==> config.mk <==
export PLATFORM = sky130hd
export DESIGN_NAME = mm_width_split
export DESIGN_NICKNAME = d
export VERILOG_FILES = /design/src/rtl/msplit_pkg.sv /design/src/rtl/msplit_seq.sv /design/src/rtl/msplit_cmd_hold.sv /design/src/rtl/msplit_lane_mux.sv /design/src/rtl/msplit_rd_collect.sv /design/src/rtl/mm_width_split.sv
export SDC_FILE = /design/constraint.sdc
export NUM_CORES = 1
export LEC_CHECK = 0
export ABC_AREA = 1
export CORE_ASPECT_RATIO = 1.4
export CORE_MARGIN = 4
export CORE_UTILIZATION = 27
export CTS_CLUSTER_SIZE = 12
export DETAILED_ROUTE_END_ITERATION = 6
export GPL_ROUTABILITY_DRIVEN = 0
export PLACE_DENSITY = 0.63
export RECOVER_POWER = 100
export SLEW_MARGIN = 20
export SYNTH_ARGS = -nofsm -noshare
export SYNTH_HDL_FRONTEND = slang
export SYNTH_SLANG_ARGS = --single-unit
==> constraint.sdc <==
create_clock -name clk -period 1.45 [get_ports clk]
set_input_delay 0.145 -clock clk [delete_from_list [all_inputs] [get_ports clk]]
set_output_delay 0.145 -clock clk [all_outputs]
set_load 0.03 [all_outputs]
==> src/rtl/msplit_pkg.sv <==
`timescale 1ns/1ps
package msplit_pkg;
   typedef enum logic [1:0] {
      ST_IDLE = 2'd0,
      ST_LO   = 2'd1,
      ST_HI   = 2'd2,
      ST_DONE = 2'd3
   } msplit_state_e;
endpackage

==> src/rtl/msplit_seq.sv <==
`timescale 1ns/1ps
module msplit_seq
   import msplit_pkg::*;
(
   input  logic          clk,
   input  logic          rst_n,
   input  logic          m_read,
   input  logic          m_write,
   input  logic          s_wait,
   output msplit_state_e state,
   output logic          accept,
   output logic          lo_done,
   output logic          hi_done
);
   msplit_state_e nxt;

   assign accept  = (state == ST_IDLE) && (m_read || m_write);
   assign lo_done = (state == ST_LO) && !s_wait;
   assign hi_done = (state == ST_HI) && !s_wait;

   always_comb begin
      nxt = state;
      unique case (state)
         ST_IDLE: if (accept)  nxt = ST_LO;
         ST_LO:   if (lo_done) nxt = ST_HI;
         ST_HI:   if (hi_done) nxt = ST_DONE;
         ST_DONE:              nxt = ST_IDLE;
         default:              nxt = ST_IDLE;
      endcase
   end

   always_ff @(posedge clk) begin
      if (!rst_n) state <= ST_IDLE;
      else        state <= nxt;
   end


   done_one_cycle_chk: assert property (@(posedge clk) disable iff (!rst_n)
      (state == ST_DONE) |=> (state == ST_IDLE));


   lo_then_hi_chk: assert property (@(posedge clk) disable iff (!rst_n)
      lo_done |=> (state == ST_HI));
endmodule

==> src/rtl/msplit_cmd_hold.sv <==
`timescale 1ns/1ps
module msplit_cmd_hold #(
   parameter int AW = 8,
   parameter int WW = 32,
   parameter int WB = 4
) (
   input  logic          clk,
   input  logic          rst_n,
   input  logic          load,
   input  logic [AW-1:0] addr,
   input  logic [WW-1:0] wdata,
   input  logic [WB-1:0] be,
   input  logic          is_rd,
   output logic [AW-1:0] q_addr,
   output logic [WW-1:0] q_wdata,
   output logic [WB-1:0] q_be,
   output logic          q_rd
);
   always_ff @(posedge clk) begin
      if (!rst_n) begin
         q_addr  <= '0;
         q_wdata <= '0;
         q_be    <= '0;
         q_rd    <= 1'b0;
      end else if (load) begin
         q_addr  <= addr;
         q_wdata <= wdata;
         q_be    <= be;
         q_rd    <= is_rd;
      end
   end
endmodule

==> src/rtl/msplit_lane_mux.sv <==
`timescale 1ns/1ps
module msplit_lane_mux #(
   parameter int NW = 16
) (
   input  logic [2*NW-1:0]   wdata,
   input  logic [NW/4-1:0]   be,
   input  logic              sel_hi,
   input  logic              is_rd,
   output logic [NW-1:0]     n_wdata,
   output logic [NW/8-1:0]   n_be
);
   localparam int NB = NW / 8;

   for (genvar k = 0; k < NB; k++) begin : g_lane
      assign n_wdata[8*k +: 8] = sel_hi ? wdata[NW + 8*k +: 8] : wdata[8*k +: 8];
      assign n_be[k]           = is_rd | (sel_hi ? be[NB + k] : be[k]);
   end
endmodule

==> src/rtl/msplit_rd_collect.sv <==
`timescale 1ns/1ps
module msplit_rd_collect #(
   parameter int NW = 16
) (
   input  logic            clk,
   input  logic            rst_n,
   input  logic            cap_lo,
   input  logic            cap_hi,
   input  logic [NW-1:0]   n_rdata,
   output logic [2*NW-1:0] word
);
   logic [NW-1:0] lo_q, hi_q;

   always_ff @(posedge clk) begin
      if (!rst_n) begin
         lo_q <= '0;
         hi_q <= '0;
      end else begin
         if (cap_lo) lo_q <= n_rdata;
         if (cap_hi) hi_q <= n_rdata;
      end
   end

   assign word = {hi_q, lo_q};


   cap_exclusive_chk: assert property (@(posedge clk) disable iff (!rst_n)
      !(cap_lo && cap_hi));
endmodule

==> src/rtl/mm_width_split.sv <==
`timescale 1ns/1ps
module mm_width_split
   import msplit_pkg::*;
#(
   parameter int M_AW = 8,
   parameter int NW   = 16
) (
   input  logic              clk,
   input  logic              rst_n,
   input  logic [M_AW-1:0]   m_addr,
   input  logic              m_read,
   input  logic              m_write,
   input  logic [2*NW-1:0]   m_wdata,
   input  logic [NW/4-1:0]   m_be,
   output logic [2*NW-1:0]   m_rdata,
   output logic              m_wait,
   output logic [M_AW:0]     s_addr,
   output logic              s_read,
   output logic              s_write,
   output logic [NW-1:0]     s_wdata,
   output logic [NW/8-1:0]   s_be,
   input  logic [NW-1:0]     s_rdata,
   input  logic              s_wait
);
   localparam int WW = 2 * NW;
   localparam int NB = NW / 8;
   localparam int WB = 2 * NB;

   if ((NW % 8) != 0 || NW < 8) begin : g_bad_nw
      $error("mm_width_split: NW must be a positive multiple of 8");
   end
   if (M_AW < 1) begin : g_bad_aw
      $error("mm_width_split: M_AW must be at least 1");
   end

   msplit_state_e  state;
   logic           accept, lo_done, hi_done;
   logic [M_AW-1:0] c_addr;
   logic [WW-1:0]  c_wdata;
   logic [WB-1:0]  c_be;
   logic           c_rd;
   logic           s_req;
   logic           sel_hi;

   msplit_seq u_seq (
      .clk     (clk),
      .rst_n   (rst_n),
      .m_read  (m_read),
      .m_write (m_write),
      .s_wait  (s_wait),
      .state   (state),
      .accept  (accept),
      .lo_done (lo_done),
      .hi_done (hi_done)
   );

   msplit_cmd_hold #(.AW(M_AW), .WW(WW), .WB(WB)) u_cmd (
      .clk     (clk),
      .rst_n   (rst_n),
      .load    (accept),
      .addr    (m_addr),
      .wdata   (m_wdata),
      .be      (m_be),
      .is_rd   (m_read),
      .q_addr  (c_addr),
      .q_wdata (c_wdata),
      .q_be    (c_be),
      .q_rd    (c_rd)
   );

   assign s_req  = (state == ST_LO) || (state == ST_HI);
   assign sel_hi = (state == ST_HI);

   msplit_lane_mux #(.NW(NW)) u_mux (
      .wdata   (c_wdata),
      .be      (c_be),
      .sel_hi  (sel_hi),
      .is_rd   (c_rd),
      .n_wdata (s_wdata),
      .n_be    (s_be)
   );

   msplit_rd_collect #(.NW(NW)) u_rd (
      .clk     (clk),
      .rst_n   (rst_n),
      .cap_lo  (lo_done && c_rd),
      .cap_hi  (hi_done && c_rd),
      .n_rdata (s_rdata),
      .word    (m_rdata)
   );

   assign s_addr  = {c_addr, sel_hi};
   assign s_read  = s_req && c_rd;
   assign s_write = s_req && !c_rd;
   assign m_wait  = (state != ST_DONE);


   reset_idle_chk: assert property (@(posedge clk)
      !rst_n |=> (m_wait && !s_read && !s_write));


   rd_wr_excl_chk: assert property (@(posedge clk) disable iff (!rst_n)
      !(s_read && s_write));


   hold_stable_chk: assert property (@(posedge clk) disable iff (!rst_n)
      ((s_read || s_write) && s_wait) |=>
         ($stable(s_addr) && $stable(s_read) && $stable(s_write) &&
          $stable(s_wdata) && $stable(s_be)));


   hi_follows_lo_chk: assert property (@(posedge clk) disable iff (!rst_n)
      ((s_read || s_write) && !s_wait && !s_addr[0]) |=>
         ((s_read || s_write) && s_addr[0] && $stable(s_addr[M_AW:1])));


   read_all_bytes_chk: assert property (@(posedge clk) disable iff (!rst_n)
      s_read |-> (s_be == {NB{1'b1}}));


   wait_pulse_chk: assert property (@(posedge clk) disable iff (!rst_n)
      !m_wait |=> m_wait);


   wait_after_hi_chk: assert property (@(posedge clk) disable iff (!rst_n)
      $fell(m_wait) |-> $past((s_read || s_write) && !s_wait && s_addr[0]));
endmodule

Word level (Yosys, flattened, before mapping). Index checks and enable logic that the tools add are counted.

Register bits: 79. Input port bits: 65. Logic and storage cells: 37.

Reductions and logical operators: 13. Mux-type cells: 8. Eq/ne operators: 7. Bitwise logic cells: 2.

Operators with widths (number): 8-bit 2-to-1 mux (2); 2-bit != test, second input constant (4); 2-bit one-hot mux with 4 select lines (1); 1-bit logical AND (7); 2-bit 2-to-1 mux (3); 2-bit equality test, second input constant (2); 3-bit AND reduction (1); 2-bit by 1-bit equality test with 1-bit output, second input constant (1); 1-bit zero test (2); 2-bit zero test (1); 1-bit logical OR (2); 1-bit 2-to-1 mux (2); 1-bit bitwise OR (2).

Longest topological paths before layout. Gate-level depths: netlist of run 1.

Depth after elaboration: 4. Gate-level depth with buffers: 7.

Modules after synthesis. A second synthesis of run 1 with hierarchy kept.

Cells, all modules: 568. Area, all modules: 3683.5 um^2.

By module, submodules not included: msplit_cmd_hold (cells an instance 285, times used 1, area an instance 1880.6 um^2); msplit_rd_collect (cells an instance 185, times used 1, area an instance 1290.0 um^2); msplit_lane_mux (cells an instance 59, times used 1, area an instance 266.5 um^2); msplit_seq (cells an instance 27, times used 1, area an instance 177.7 um^2); mm_width_split (cells an instance 12, times used 1, area an instance 68.8 um^2).

Worst setup path after synthesis of run 1. Ideal clock, no wire load.

Kind: register to output. Start: reg u_seq.state[0]. End: out s_wdata[10]. Arrival: 1351 ps. Stages on the path, launching flop included: 7. Data required time: 1305 ps. Buffers on the path: 1. Setup slack: -46 ps. Path through: dfxtp_1 inv_1 ha_1 clkinv_1 clkbuf_1 nand2_1 nand2_1.

Word-level cells in the longest chain between the ends: 2.

RTL lines: start: declaration (RTL line msplit_seq.sv:10) `output msplit_state_e state,`; start signal: assignment (RTL line msplit_seq.sv:34) `else state <= nxt;`; 2-bit equality test (RTL line mm_width_split.sv:72) `assign sel_hi = (state == ST_HI);`; named net sel_hi (RTL line mm_width_split.sv:43) `logic sel_hi;`; 8-bit 2-to-1 mux (RTL line msplit_lane_mux.sv:15) `assign n_wdata[8*k +: 8] = sel_hi ? wdata[NW + 8*k +: 8] : wdata[8*k +: 8];`; end: declaration (RTL line mm_width_split.sv:20) `output logic [NW-1:0] s_wdata,`.

The timed path passes the listed nets, and every way through them passes these cells.

Worst setup path after layout of run 1.
Start: reg u_seq.state[0]. End: out s_be[0].

Word-level cells in the longest chain between the ends: 3.

RTL lines: 2-bit equality test (RTL line mm_width_split.sv:72); 1-bit 2-to-1 mux (RTL line msplit_lane_mux.sv:16) `assign n_be[k] = is_rd | (sel_hi ? be[NB + k] : be[k]);`; 1-bit bitwise OR (RTL line msplit_lane_mux.sv:16); end: declaration (RTL line mm_width_split.sv:21) `output logic [NW/8-1:0] s_be,`.

Every way passes these cells.

==> metrics.json, run 1 <==
{
  "cts.sinks": {"value": 79},
  "grt_pass1_vias": {"value": 3300},
  "timing_max_transition_violations_final": {"value": 0},
  "top_layer": {"value": "met4"},
  "max_freq": {"value": 654, "unit": "MHz"},
  "number_of_antenna_violations_at_the_first_check_in_global_routing": {"value": 0},
  "seq_power_share": {"value": 30.6, "unit": "%"},
  "gr-total-overflow": {"value": 0},
  "critical_path.max_fanout": {"value": 20},
  "intPower": {"value": 6.08, "unit": "mW"},
  "route.met2.wl": {"value": 4930, "unit": "microns"},
  "maxCapViolations": {"value": 0},
  "vias": {"value": 3312},
  "worstPathArrival": {"value": 1.39, "unit": "ns"},
  "cts-root-buf": {"value": "clkbuf_16"},
  "violations": {"value": "negative setup slack"},
  "finalWorstPathRequiredPeriod": {"value": 1.53, "unit": "ns"},
  "rsz0062_at_grt": {"value": "yes"},
  "synth_top_cells_by_area": {"value": "dfxtp_1 (49%), nor2_1 (11%), nand2_1 (10%)"},
  "worstMarginPinSlew": {"value": 0.405, "unit": "ns"},
  "cts_hold_repair.buffers": {"value": 0},
  "drt_pre_antenna_iters": {"value": 5},
  "yosysWarningCount": {"value": 0},
  "top_level_ports": {"value": 127},
  "timing.setup.critical_path_class": {"value": "reg2out"},
  "ctsLongestPathBuffers": {"value": 2},
  "leakage": {"value": 2.19, "unit": "nW"},
  "final_layout_size_suffix_gt1_share": {"value": 14.0, "unit": "%"},
  "clk_pin_slew_worst_paths": {"value": 0.06, "unit": "ns"},
  "route.antenna.remaining_nets": {"value": 0},
  "wl_met1": {"value": 4000, "unit": "microns"},
  "post_route_setup_slack": {"value": -0.0801, "unit": "ns"},
  "netlist_area_pre_place": {"value": 3220, "unit": "sq um"},
  "largest_stage_delay_on_the_critical_path": {"value": 0.35, "unit": "ns"},
  "post_synth_inst_count": {"value": 430},
  "synth.avg_cell_area": {"value": 7.50, "unit": "sq um"},
  "synth_edf_count": {"value": 0},
  "netlist.top_cell.by_area": {"value": "dfxtp_1"},
  "fin_worst_skew": {"value": 0.00363, "unit": "ns"},
  "wire_length_of_the_first_global_routing_pass": {"value": 15800, "unit": "microns"},
  "n_antenna_cell": {"value": 0},
  "cts_tree": {"value": "built"},
  "cp.required": {"value": 1.31, "unit": "ns"},
  "min-delay-path-class": {"value": "in2reg"},
  "layout.core_utilization": {"value": 44.1, "unit": "%"},
  "total_switching_power": {"value": 3.66, "unit": "mW"},
  "die_width": {"value": 100, "unit": "microns"},
  "place_worst_setup_slack": {"value": -0.167, "unit": "ns"},
  "power.density": {"value": 1920, "unit": "nW/um^2"},
  "relSlewSlack": {"value": 72.9, "unit": "%"},
  "area_delta_synth_final": {"value": 57.6, "unit": "%"},
  "die_area": {"value": 13800, "unit": "sq um"},
  "seq_area_frac_synth": {"value": 49.1, "unit": "%"},
  "routed_wirelength": {"value": 9910, "unit": "microns"},
  "power.clock.fraction": {"value": 25.7, "unit": "%"},
  "detail_route.wl_per_cell": {"value": 14.1, "unit": "microns"},
  "critical_path.cell_chain": {"value": "inv_4, ha_4, buf_12, nand2_2, nand3_1, buf_6"},
  "kind_of_launch_point_of_the_worst_setup_path": {"value": "register"},
  "comb_power_share": {"value": 43.8, "unit": "%"},
  "cts_made_buffers": {"value": 9},
  "synth_top_flop_cell": {"value": "dfxtp_1"},
  "timing.final.hold_violations": {"value": 0},
  "core": {"value": 11500, "unit": "sq um"},
  "dr.first_iter.drc_count": {"value": 100},
  "hpwl": {"value": 7350, "unit": "microns"},
  "ys_ff_latch": {"value": 79},
  "grt.total_usage": {"value": 14.5, "unit": "%"},
  "asyncSetResetFlopFracSynth": {"value": 0, "unit": "%"},
  "yosysTopAreaCellShare": {"value": 49.1, "unit": "%"},
  "postSynthNetCount": {"value": 501},
  "met3WireLength": {"value": 842, "unit": "microns"},
  "port-buffer-count": {"value": 126},
  "max-vdd-ir-drop": {"value": 1.18, "unit": "mV"},
  "timing.final.setup_violations": {"value": 20},
  "synth_cell_type_count": {"value": 20},
  "clock_insertion_delay_worst_skew": {"value": 0.32, "unit": "ns"},
  "ctsHtreeMaxLevel": {"value": 3},
  "period_share": {"value": 106, "unit": "%"},
  "drc_errors": {"value": 0},
  "floorplan.initialDensity": {"value": 28.0, "unit": "%"},
  "detail_route.vias_per_cell": {"value": 4.72},
  "largest_net_degree_at_the_start_of_global_routing": {"value": 47},
  "num-nets-final": {"value": 625},
  "status": {"value": "finished, violations left"},
  "critical-path-slowest-cell": {"value": "dfxtp_2"},
  "crit_path_end_kind": {"value": "primary output"},
  "floorplan.rows": {"value": 46},
  "most-common-layout-cells": {"value": "nor2_1 (91), nand2_1 (84), dfxtp_1 (77)"},
  "final_common_cell": {"value": "nor2_1"},
  "die-height": {"value": 137, "unit": "microns"},
  "switching_share": {"value": 37.6, "unit": "%"}
}
layout make-up:
cell class,instances,area [sq um]
Timing Repair Buffer,146,1460
Fill cell,1216,6430
Sequential cell,79,1580
Clock inverter,4,95.1
Clock buffer,11,233
Tap cell,144,180
Inverter,10,45.0
Multi-Input combinational cell,308,1490
Yosys cell counts, types with 2 or more instances:
cell and number:
nor2_1 92, nand2_1 90, dfxtp_1 79, o21ai_0 45, a21oi_1 35, nand4_1 32
buf_2 13, clkbuf_1 8, inv_1 7, ha_1 6, buf_4 4, clkbuf_2 4
nand3_1 4, buf_6 3, inv_2 2, nand3_2 2
timing repair:
item                       4_1_cts  5_1_grt
resized for setup               69       16
hold endpoints to repair         0        0
setup endpoints to repair       74       54
pin swaps                        1        2
buffers inserted                 1        0
sequential cells by signal, summed over array words and instances (netlist names):
register and cells:
u_seq.state 2, u_cmd.q_wdata 32, u_cmd.q_be 4, u_rd.hi_q 16, u_cmd.q_addr 8, u_rd.lo_q 16
u_cmd.q_rd 1
kinds of logic (layout without fill, tap and decap cells):
| logic type | after synthesis | after routing | synth area share (%) |
|---|---|---|---|
| compound gates | 81 | 81 | 12.9 |
| fa+ha+maj | 6 | 6 | 2.33 |
| buf+inv | 43 | 171 | 6.83 |
| flops | 79 | 79 | 49.1 |
| simple gates | 221 | 221 | 28.8 |
worst max-delay path: cells and delay by family (launching register included):
kind / cells / cell delay [ns]
flip-flops: 1 / 0.35
AND/OR/NAND/NOR: 2 / 0.17
adder cells (fa/ha/maj): 1 / 0.17
buffers and inverters: 3 / 0.36
path summary, 6_finish.rpt:
| path | start | depth (start not counted) | slack [ns] | end |
|---|---|---|---|---|
| min reg2reg | u_rd.hi_q[6] | 2 | 0.46 | u_rd.hi_q[6] |
| max | u_seq.state[0] | 6 | -0.08 | s_be[0] |
| max reg2reg | u_seq.state[0] | 6 | 0.01 | u_rd.lo_q[3] |
| min | m_wdata[15] | 3 | 0.44 | u_cmd.q_wdata[15] |
metrics by stage:
step           power (mW)  std cells  instance area, sq um  TNS, ns  hold slack [ns]
3_5_place_dp         7.03        686                  4670    -6.23            0.452
3_3_place_gp         6.96        686                  4670    -3.66            0.454
2_1_floorplan        5.45        430                  3220        0            0.285
6_report             9.75        702                  5080    -1.01            0.437
4_1_cts              9.84        702                  5060    -2.08            0.421
5_1_grt              10.4        702                  5080    -5.19            0.435
metal layers:
metal  vias up  track usage (%)
met1      1506             16.3
met3        11             4.36
met5         -                0
met4         0             5.24
li1       1662                -
met2       133             25.6
power groups by stage:
| stage | Sequential (mW) | Clock (mW) | Combinational (mW) |
|---|---|---|---|
| final | 2.98 | 2.50 | 4.27 |
| after global routing | 3.04 | 2.67 | 4.70 |
| after CTS | 2.97 | 2.58 | 4.29 |
| after detailed placement | 3.00 | 0 | 4.03 |
| after global placement | 2.99 | 0 | 3.97 |
| after floorplan | 3.14 | 0 | 2.31 |
Note: power is estimated with default switching activity, not from simulation.
==> run 2: changes to the inputs <==
ABC_CLOCK_PERIOD_IN_PS = 1450   (was default)
CORE_MARGIN = 3   (was 4)
SETUP_SLACK_MARGIN = 0.1   (was default)
==> run 2 against run 1 <==
  * Non-clock buffer count is 3 higher
  * The flow still finishes with violations (negative setup slack)
  * First-iteration DRC count is 7.0% lower
  * Largest power group unchanged
  * Critical endpoint is now s_write
  * Flip-flop and latch count stayed put
  * Global-route usage is 0.32 points lower
  * Die area is 3.4% lower
  * Utilization is 1.8 points higher
==> metrics.json, run 2 (same netlist as run 1, synthesis figures left out) <==
{
  "num-nets-final": {"value": 628, "change": "+0.48%"},
  "port-buffer-count": {"value": 126, "change": "unchanged"},
  "period_share": {"value": 106, "unit": "%", "change": "+0.36 points"},
  "ctsHtreeMaxLevel": {"value": 3, "change": "unchanged"},
  "maxCapViolations": {"value": 0, "change": "unchanged"},
  "final_layout_size_suffix_gt1_share": {"value": 20.8, "unit": "%", "change": "+6.8 points"},
  "cts_tree": {"value": "built"},
  "relSlewSlack": {"value": 72.7, "unit": "%", "change": "-0.20 points"},
  "worstPathArrival": {"value": 1.39, "unit": "ns", "change": "about the same"},
  "vias": {"value": 3363, "change": "+1.5%"},
  "critical-path-slowest-cell": {"value": "dfxtp_2"},
  "core": {"value": 11500, "unit": "sq um", "change": "unchanged"},
  "max_flop_register": {"value": "u_cmd.q_wdata"},
  "critical_path.max_fanout": {"value": 2, "change": "-90%"},
  "post_route_setup_slack": {"value": -0.0853, "unit": "ns", "change": "-0.00518 ns"},
  "wire_length_of_the_first_global_routing_pass": {"value": 15300, "unit": "microns", "change": "-3.0%"},
  "kind_of_launch_point_of_the_worst_setup_path": {"value": "register"},
  "detail_route.wl_per_cell": {"value": 14.1, "unit": "microns", "change": "about the same"},
  "hold_path_startpoint": {"value": "m_addr[7]"},
  "most-common-layout-cells": {"value": "nor2_1 (92), dfxtp_1 (77), clkdlybuf4s50_1 (64)"},
  "clk_pin_slew_worst_paths": {"value": 0.06, "unit": "ns", "change": "about the same"},
  "status": {"value": "finished, violations left"},
  "timing_max_transition_violations_final": {"value": 0, "change": "unchanged"},
  "timing.final.setup_violations": {"value": 20, "change": "unchanged"},
  "worstMarginPinSlew": {"value": 0.408, "unit": "ns", "change": "+0.00307 ns"},
  "n_antenna_cell": {"value": 0, "change": "unchanged"},
  "cts.sinks": {"value": 79, "change": "unchanged"},
  "fin_worst_skew": {"value": 0.00584, "unit": "ns", "change": "+0.00222 ns"},
  "critical_path.cell_chain": {"value": "inv_2, buf_6, ha_4, inv_2, nor2_1, buf_4"},
  "die_area": {"value": 13300, "unit": "sq um", "change": "-3.4%"},
  "largest_net_degree_at_the_start_of_global_routing": {"value": 47, "change": "unchanged"},
  "top_regs": {"value": "u_cmd.q_wdata x32, u_rd.hi_q x16, u_rd.lo_q x16"},
  "final_common_cell": {"value": "nor2_1"},
  "rsz0062_at_grt": {"value": "yes"},
  "grt_pass1_vias": {"value": 3160, "change": "-4.2%"},
  "post-layout-total-power": {"value": 9.92, "unit": "mW", "change": "+1.8%"},
  "grt.total_usage": {"value": 14.1, "unit": "%", "change": "-0.32 points"},
  "finalWorstPathRequiredPeriod": {"value": 1.54, "unit": "ns", "change": "+0.00518 ns"},
  "max_freq": {"value": 651, "unit": "MHz", "change": "-0.34%"},
  "placedCellCount": {"value": 683, "change": "-0.44%"},
  "die_width": {"value": 98.3, "unit": "microns", "change": "-2.0%"},
  "number_of_antenna_violations_at_the_first_check_in_global_routing": {"value": 0, "change": "unchanged"},
  "cts-root-buf": {"value": "clkbuf_16"},
  "max-vdd-ir-drop": {"value": 1.06, "unit": "mV", "change": "-10%"},
  "crit_path_end_kind": {"value": "primary output"},
  "routed_wirelength": {"value": 9980, "unit": "microns", "change": "+0.67%"},
  "cp.required": {"value": 1.31, "unit": "ns", "change": "about the same"},
  "dr.first_iter.drc_count": {"value": 93, "change": "-7.0%"},
  "detail_route.vias_per_cell": {"value": 4.76, "change": "+0.96%"},
  "worst_setup_path_startpoint": {"value": "u_seq.state[0]"},
  "ctsLongestPathBuffers": {"value": 2, "change": "unchanged"},
  "cts_made_buffers": {"value": 9, "change": "unchanged"},
  "power.density": {"value": 1880, "unit": "nW/um^2", "change": "-2.1%"},
  "timing.final.hold_violations": {"value": 0, "change": "unchanged"},
  "cp_common_cell": {"value": "inv_2"},
  "leakage": {"value": 2.24, "unit": "nW", "change": "+2.2%"},
  "hold_path_cells": {"value": 3, "change": "unchanged"},
  "crit-reg2reg-launch": {"value": "u_seq.state[0]"},
  "largest_register_ff_count": {"value": 32, "change": "unchanged"},
  "min-delay-path-class": {"value": "in2reg"},
  "fin_worst_hold_slack": {"value": 0.428, "unit": "ns", "change": "-0.00879 ns"},
  "clock_insertion_delay_worst_skew": {"value": 0.33, "unit": "ns", "change": "about the same"},
  "hpwl": {"value": 6850, "unit": "microns", "change": "-6.8%"},
  "layout.core_utilization": {"value": 45.9, "unit": "%", "change": "+1.8 points"},
  "top_level_ports": {"value": 127, "change": "unchanged"},
  "filler_free_cell_count_of_the_finished_design": {"value": 706, "change": "+0.57%"},
  "floorplan.initialDensity": {"value": 28.0, "unit": "%", "change": "unchanged"},
  "timing.setup.critical_path_class": {"value": "reg2out"},
  "route.antenna.remaining_nets": {"value": 0, "change": "unchanged"},
  "violations": {"value": "negative setup slack"},
  "drt_pre_antenna_iters": {"value": 4, "change": "-1"},
  "die-height": {"value": 135, "unit": "microns", "change": "-1.5%"},
  "drc_errors": {"value": 0, "change": "unchanged"},
  "floorplan.rows": {"value": 46, "change": "unchanged"},
  "gr-total-overflow": {"value": 0, "change": "unchanged"},
  "r2r.worst_path.cells": {"value": 9, "change": "+3"},
  "area_delta_synth_final": {"value": 63.9, "unit": "%"},
  "largest_stage_delay_on_the_critical_path": {"value": 0.33, "unit": "ns", "change": "-0.02 ns"},
  "cts_hold_repair.buffers": {"value": 0, "change": "unchanged"}
}
==> run 2: changes by cell type in the layout (fill, tap and decap cells not counted), sizes merged <==
cell,delta
bufinv,-2
buf,+1
clkbuf,+2
clkinvlp,+2
inv,+1
==> run 2: per-stage QoR <==
stage          area, sq um  setup WS, ns  TNS, ns
2_1_floorplan         3250         0.109        0
3_3_place_gp          4670        0.0287        0
3_5_place_dp          4670       -0.0153  -0.0153
4_1_cts               5040        -0.117    -2.36
5_1_grt               5280        -0.155    -3.73
6_report              5280       -0.0853    -1.28
==> run 2: layout make-up <==
class / instances / area [sq um]
fill: 1134 / 6230
clock inverter: 5 / 58.8
inverter: 10 / 42.5
timing repair buffer: 149 / 1570
clock buffer: 11 / 233
sequential: 79 / 1590
tap: 144 / 180
multi-input combinational: 308 / 1610
==> run 2: worst paths after layout <==
path / slack (ns) / end
max: -0.09 / s_write
min: 0.43 / u_cmd.q_addr[7]
max reg2reg: 0.02 / u_seq.state[0]
min reg2reg: 0.46 / u_rd.lo_q[11]
==> run 2: timing repair <==
action	CTS	global route
pin swaps	1	6
gates cloned	0	3
setup endpoints to repair	90	97
setup buffers	2	2
resized for setup	75	58
==> run 2: metal layers <==
layer	global-route usage [%]	wire length (microns)
met5	0	0
met4	4.48	104
met3	4.12	743
met2	23.6	4810
met1	17.6	4320
==> run 2: where the power goes <==
group	leakage, nW	internal, mW	total (mW)	switching, mW
Sequential	0.649	2.68	2.99	0.307
Clock	0.136	1.33	2.20	0.864
Combinational	1.45	2.01	4.73	2.72
Total	2.24	6.02	9.92	3.89
==> run 2: critical path, delay by kind of cell, from the launching register on <==
kind	cells	cell delay, ns
buf+inv	4	0.37
flops	1	0.33
simple gates	1	0.09
fa+ha+maj	1	0.27
==> run 3: changes to the inputs <==
DONT_BUFFER_PORTS = 1   (was default)
PLACE_DENSITY = 0.49   (was 0.63)
SLEW_MARGIN = default   (was 20)
TNS_END_PERCENT = 1   (was default)
==> run 3 against run 2 <==
  * The run ends with negative hold slack, negative setup slack left
  * Combinational power fell by 24%
  * Fmax increased by 0.95%
  * Sequential share of layout area increased by 4.8 points
  * Utilization shrank 6.3 points
  * Die area stayed put
  * Routed wire length is 6.8% lower
  * Highest routed layer unchanged
==> metrics.json, run 3 (same netlist as run 1, synthesis figures left out) <==
{
  "port-buffer-count": {"value": 0, "change": "-100%"},
  "finalWorstPathRequiredPeriod": {"value": 1.52, "unit": "ns", "change": "-0.0144 ns"},
  "crit_path_end_kind": {"value": "primary output"},
  "min-delay-path-class": {"value": "in2reg"},
  "routed_wirelength": {"value": 9300, "unit": "microns", "change": "-6.8%"},
  "floorplan.rows": {"value": 46, "change": "unchanged"},
  "worstPathArrival": {"value": 1.38, "unit": "ns", "change": "about the same"},
  "core": {"value": 11500, "unit": "sq um", "change": "unchanged"},
  "die_area": {"value": 13300, "unit": "sq um", "change": "unchanged"},
  "final_cell_area": {"value": 4560, "unit": "sq um", "change": "-14%"},
  "dr.first_iter.drc_count": {"value": 59, "change": "-37%"},
  "grt.total_usage": {"value": 13.7, "unit": "%", "change": "-0.39 points"},
  "clock_insertion_delay_worst_skew": {"value": 0.33, "unit": "ns", "change": "about the same"},
  "top_regs": {"value": "u_cmd.q_wdata x32, u_rd.hi_q x16, u_rd.lo_q x16"},
  "power.density": {"value": 2010, "unit": "nW/um^2", "change": "+7.1%"},
  "final_layout_size_suffix_gt1_share": {"value": 16.3, "unit": "%", "change": "-4.5 points"},
  "area_delta_synth_final": {"value": 41.5, "unit": "%"},
  "die-height": {"value": 135, "unit": "microns", "change": "unchanged"},
  "vias": {"value": 3042, "change": "-9.5%"},
  "worst_setup_path_startpoint": {"value": "u_seq.state[0]"},
  "top_level_ports": {"value": 127, "change": "unchanged"},
  "crit-reg2reg-launch": {"value": "u_seq.state[0]"},
  "n_antenna_cell": {"value": 0, "change": "unchanged"},
  "place_worst_setup_slack": {"value": 0.0541, "unit": "ns", "change": "+0.0694 ns"},
  "cts_made_buffers": {"value": 9, "change": "unchanged"},
  "ctsHtreeMaxLevel": {"value": 3, "change": "unchanged"},
  "rsz0062_at_grt": {"value": "yes"},
  "detail_route.wl_per_cell": {"value": 14.6, "unit": "microns", "change": "+3.6%"},
  "cp.required": {"value": 1.31, "unit": "ns", "change": "about the same"},
  "hpwl": {"value": 6180, "unit": "microns", "change": "-9.8%"},
  "placedInstanceArea": {"value": 3430, "unit": "sq um", "change": "-27%"},
  "wire_length_of_the_first_global_routing_pass": {"value": 14700, "unit": "microns", "change": "-4.1%"},
  "kind_of_launch_point_of_the_worst_setup_path": {"value": "register"},
  "final_common_cell": {"value": "nor2_1"},
  "most-common-layout-cells": {"value": "nor2_1 (92), dfxtp_1 (77), nand2_1 (67)"},
  "clk_pin_slew_worst_paths": {"value": 0.06, "unit": "ns", "change": "about the same"},
  "timing.setup.critical_path_class": {"value": "reg2out"},
  "timing.final.hold_violations": {"value": 1, "change": "+1"},
  "seq_power_share": {"value": 34.9, "unit": "%", "change": "+4.8 points"},
  "number_of_antenna_violations_at_the_first_check_in_global_routing": {"value": 0, "change": "unchanged"},
  "crit-reg2reg-capture": {"value": "u_seq.state[0]"},
  "power.clock.fraction": {"value": 26.0, "unit": "%", "change": "+3.8 points"},
  "max_flop_register": {"value": "u_cmd.q_wdata"},
  "fin_worst_hold_slack": {"value": -0.0110, "unit": "ns", "change": "-0.439 ns"},
  "largest_net_degree_at_the_start_of_global_routing": {"value": 48, "change": "+2.1%"},
  "maxCapViolations": {"value": 0, "change": "unchanged"},
  "post_route_setup_slack": {"value": -0.0709, "unit": "ns", "change": "+0.0144 ns"},
  "critical_path.max_fanout": {"value": 18, "change": "+16"},
  "max-vdd-ir-drop": {"value": 0.893, "unit": "mV", "change": "-15%"},
  "die_width": {"value": 98.3, "unit": "microns", "change": "unchanged"},
  "cts_tree": {"value": "built"},
  "period_share": {"value": 105, "unit": "%", "change": "-0.99 points"},
  "max_freq": {"value": 658, "unit": "MHz", "change": "+0.95%"},
  "status": {"value": "finished, violations left"},
  "comb_power_share": {"value": 39.1, "unit": "%", "change": "-8.6 points"},
  "grt_pass1_vias": {"value": 2948, "change": "-6.7%"},
  "reg2reg_slack": {"value": 0.12, "unit": "ns", "change": "+0.10 ns"},
  "r2r.worst_path.cells": {"value": 7, "change": "-2"},
  "floorplan.initialDensity": {"value": 28.0, "unit": "%", "change": "unchanged"},
  "placedCellCount": {"value": 559, "change": "-18%"},
  "final.setup.tns": {"value": -0.357, "unit": "ns", "change": "+0.924 ns"},
  "total_switching_power": {"value": 3.67, "unit": "mW", "change": "-5.7%"},
  "fin_worst_skew": {"value": 0.00799, "unit": "ns", "change": "+0.00215 ns"},
  "intPower": {"value": 5.49, "unit": "mW", "change": "-8.8%"},
  "crit_path_end": {"value": "s_be[1]"},
  "detail_route.vias_per_cell": {"value": 4.79, "change": "+0.57%"},
  "num-nets-final": {"value": 558, "change": "-11%"},
  "timing_max_transition_violations_final": {"value": 0, "change": "unchanged"},
  "switching_share": {"value": 40.1, "unit": "%", "change": "+0.79 points"},
  "largest_register_ff_count": {"value": 32, "change": "unchanged"},
  "cts.sinks": {"value": 79, "change": "unchanged"},
  "worstMarginPinSlew": {"value": 0.360, "unit": "ns", "change": "-0.0483 ns"},
  "violations": {"value": "negative hold slack, negative setup slack"},
  "leakage": {"value": 1.76, "unit": "nW", "change": "-21%"},
  "gr-total-overflow": {"value": 0, "change": "unchanged"},
  "drt_pre_antenna_iters": {"value": 4, "change": "unchanged"},
  "timing.final.setup_violations": {"value": 19, "change": "-5.0%"},
  "drc_errors": {"value": 0, "change": "unchanged"},
  "cts-root-buf": {"value": "clkbuf_16"},
  "filler_free_cell_count_of_the_finished_design": {"value": 635, "change": "-10%"},
  "relSlewSlack": {"value": 76.0, "unit": "%", "change": "+3.2 points"},
  "route.antenna.remaining_nets": {"value": 0, "change": "unchanged"},
  "ctsLongestPathBuffers": {"value": 2, "change": "unchanged"}
}
[run 3: area by class of cell]
class                      instances  area [sq um]
inverter                          10          47.5
timing repair buffer              79           822
multi-input combinational        308          1610
clock buffer                      11           243
clock inverter                     4          70.1
sequential                        79          1590
tap                              144           180
fill                            1168          6950
[run 3: worst max-delay path, stage by stage, from the launching register on]
cell and delay, ns:
dfxtp_2 0.32, inv_2 0.08, ha_4 0.17, clkinv_4 0.05, buf_12 0.15, nand2_2 0.06
nand3_2 0.06, buf_6 0.14
[run 3: what timing repair did]
action,4_1_cts,5_1_grt
setup endpoints to repair,85,89
hold buffers,56,1
setup buffers,3,1
hold endpoints to repair,76,1
gates resized for setup,44,22
pin swaps,1,7
[run 3: worst min-delay path by stage]
stage	from	end	depth (start not counted)
floorplan	m_read	u_cmd.q_rd	2
CTS	m_addr[1]	u_cmd.q_addr[1]	2
finish	m_wdata[1]	u_cmd.q_wdata[1]	2
detailed placement	rst_n	u_seq.state[1]	2
global route	m_be[2]	u_cmd.q_be[2]	2
global placement	rst_n	u_seq.state[1]	2
[run 3: stage by stage]
stage                     utilization [%]  total power [mW]
after floorplan                         -              5.50
after global placement               29.8              6.17
after detailed placement             29.8              6.22
after CTS                            39.1              9.14
after global routing                 39.6              9.74
final                                39.6              9.17
[run 3: power groups by stage]
stage,Clock [mW],Sequential [mW],Combinational [mW]
after floorplan,0,3.14,2.36
after global placement,0,3.22,2.96
after detailed placement,0,3.23,2.99
after CTS,2.46,3.20,3.48
after global routing,2.54,3.26,3.94
final,2.38,3.20,3.58
[run 3: layer usage]
| layer | vias up | GRT usage (%) | part of all wire [%] |
|---|---|---|---|
| li1 | 1523 | - | - |
| met1 | 1403 | 15.6 | 42 |
| met2 | 107 | 24.2 | 49 |
| met3 | 9 | 3.71 | 7.1 |
| met4 | 0 | 5.85 | 1.6 |
| met5 | - | 0 | 0 |
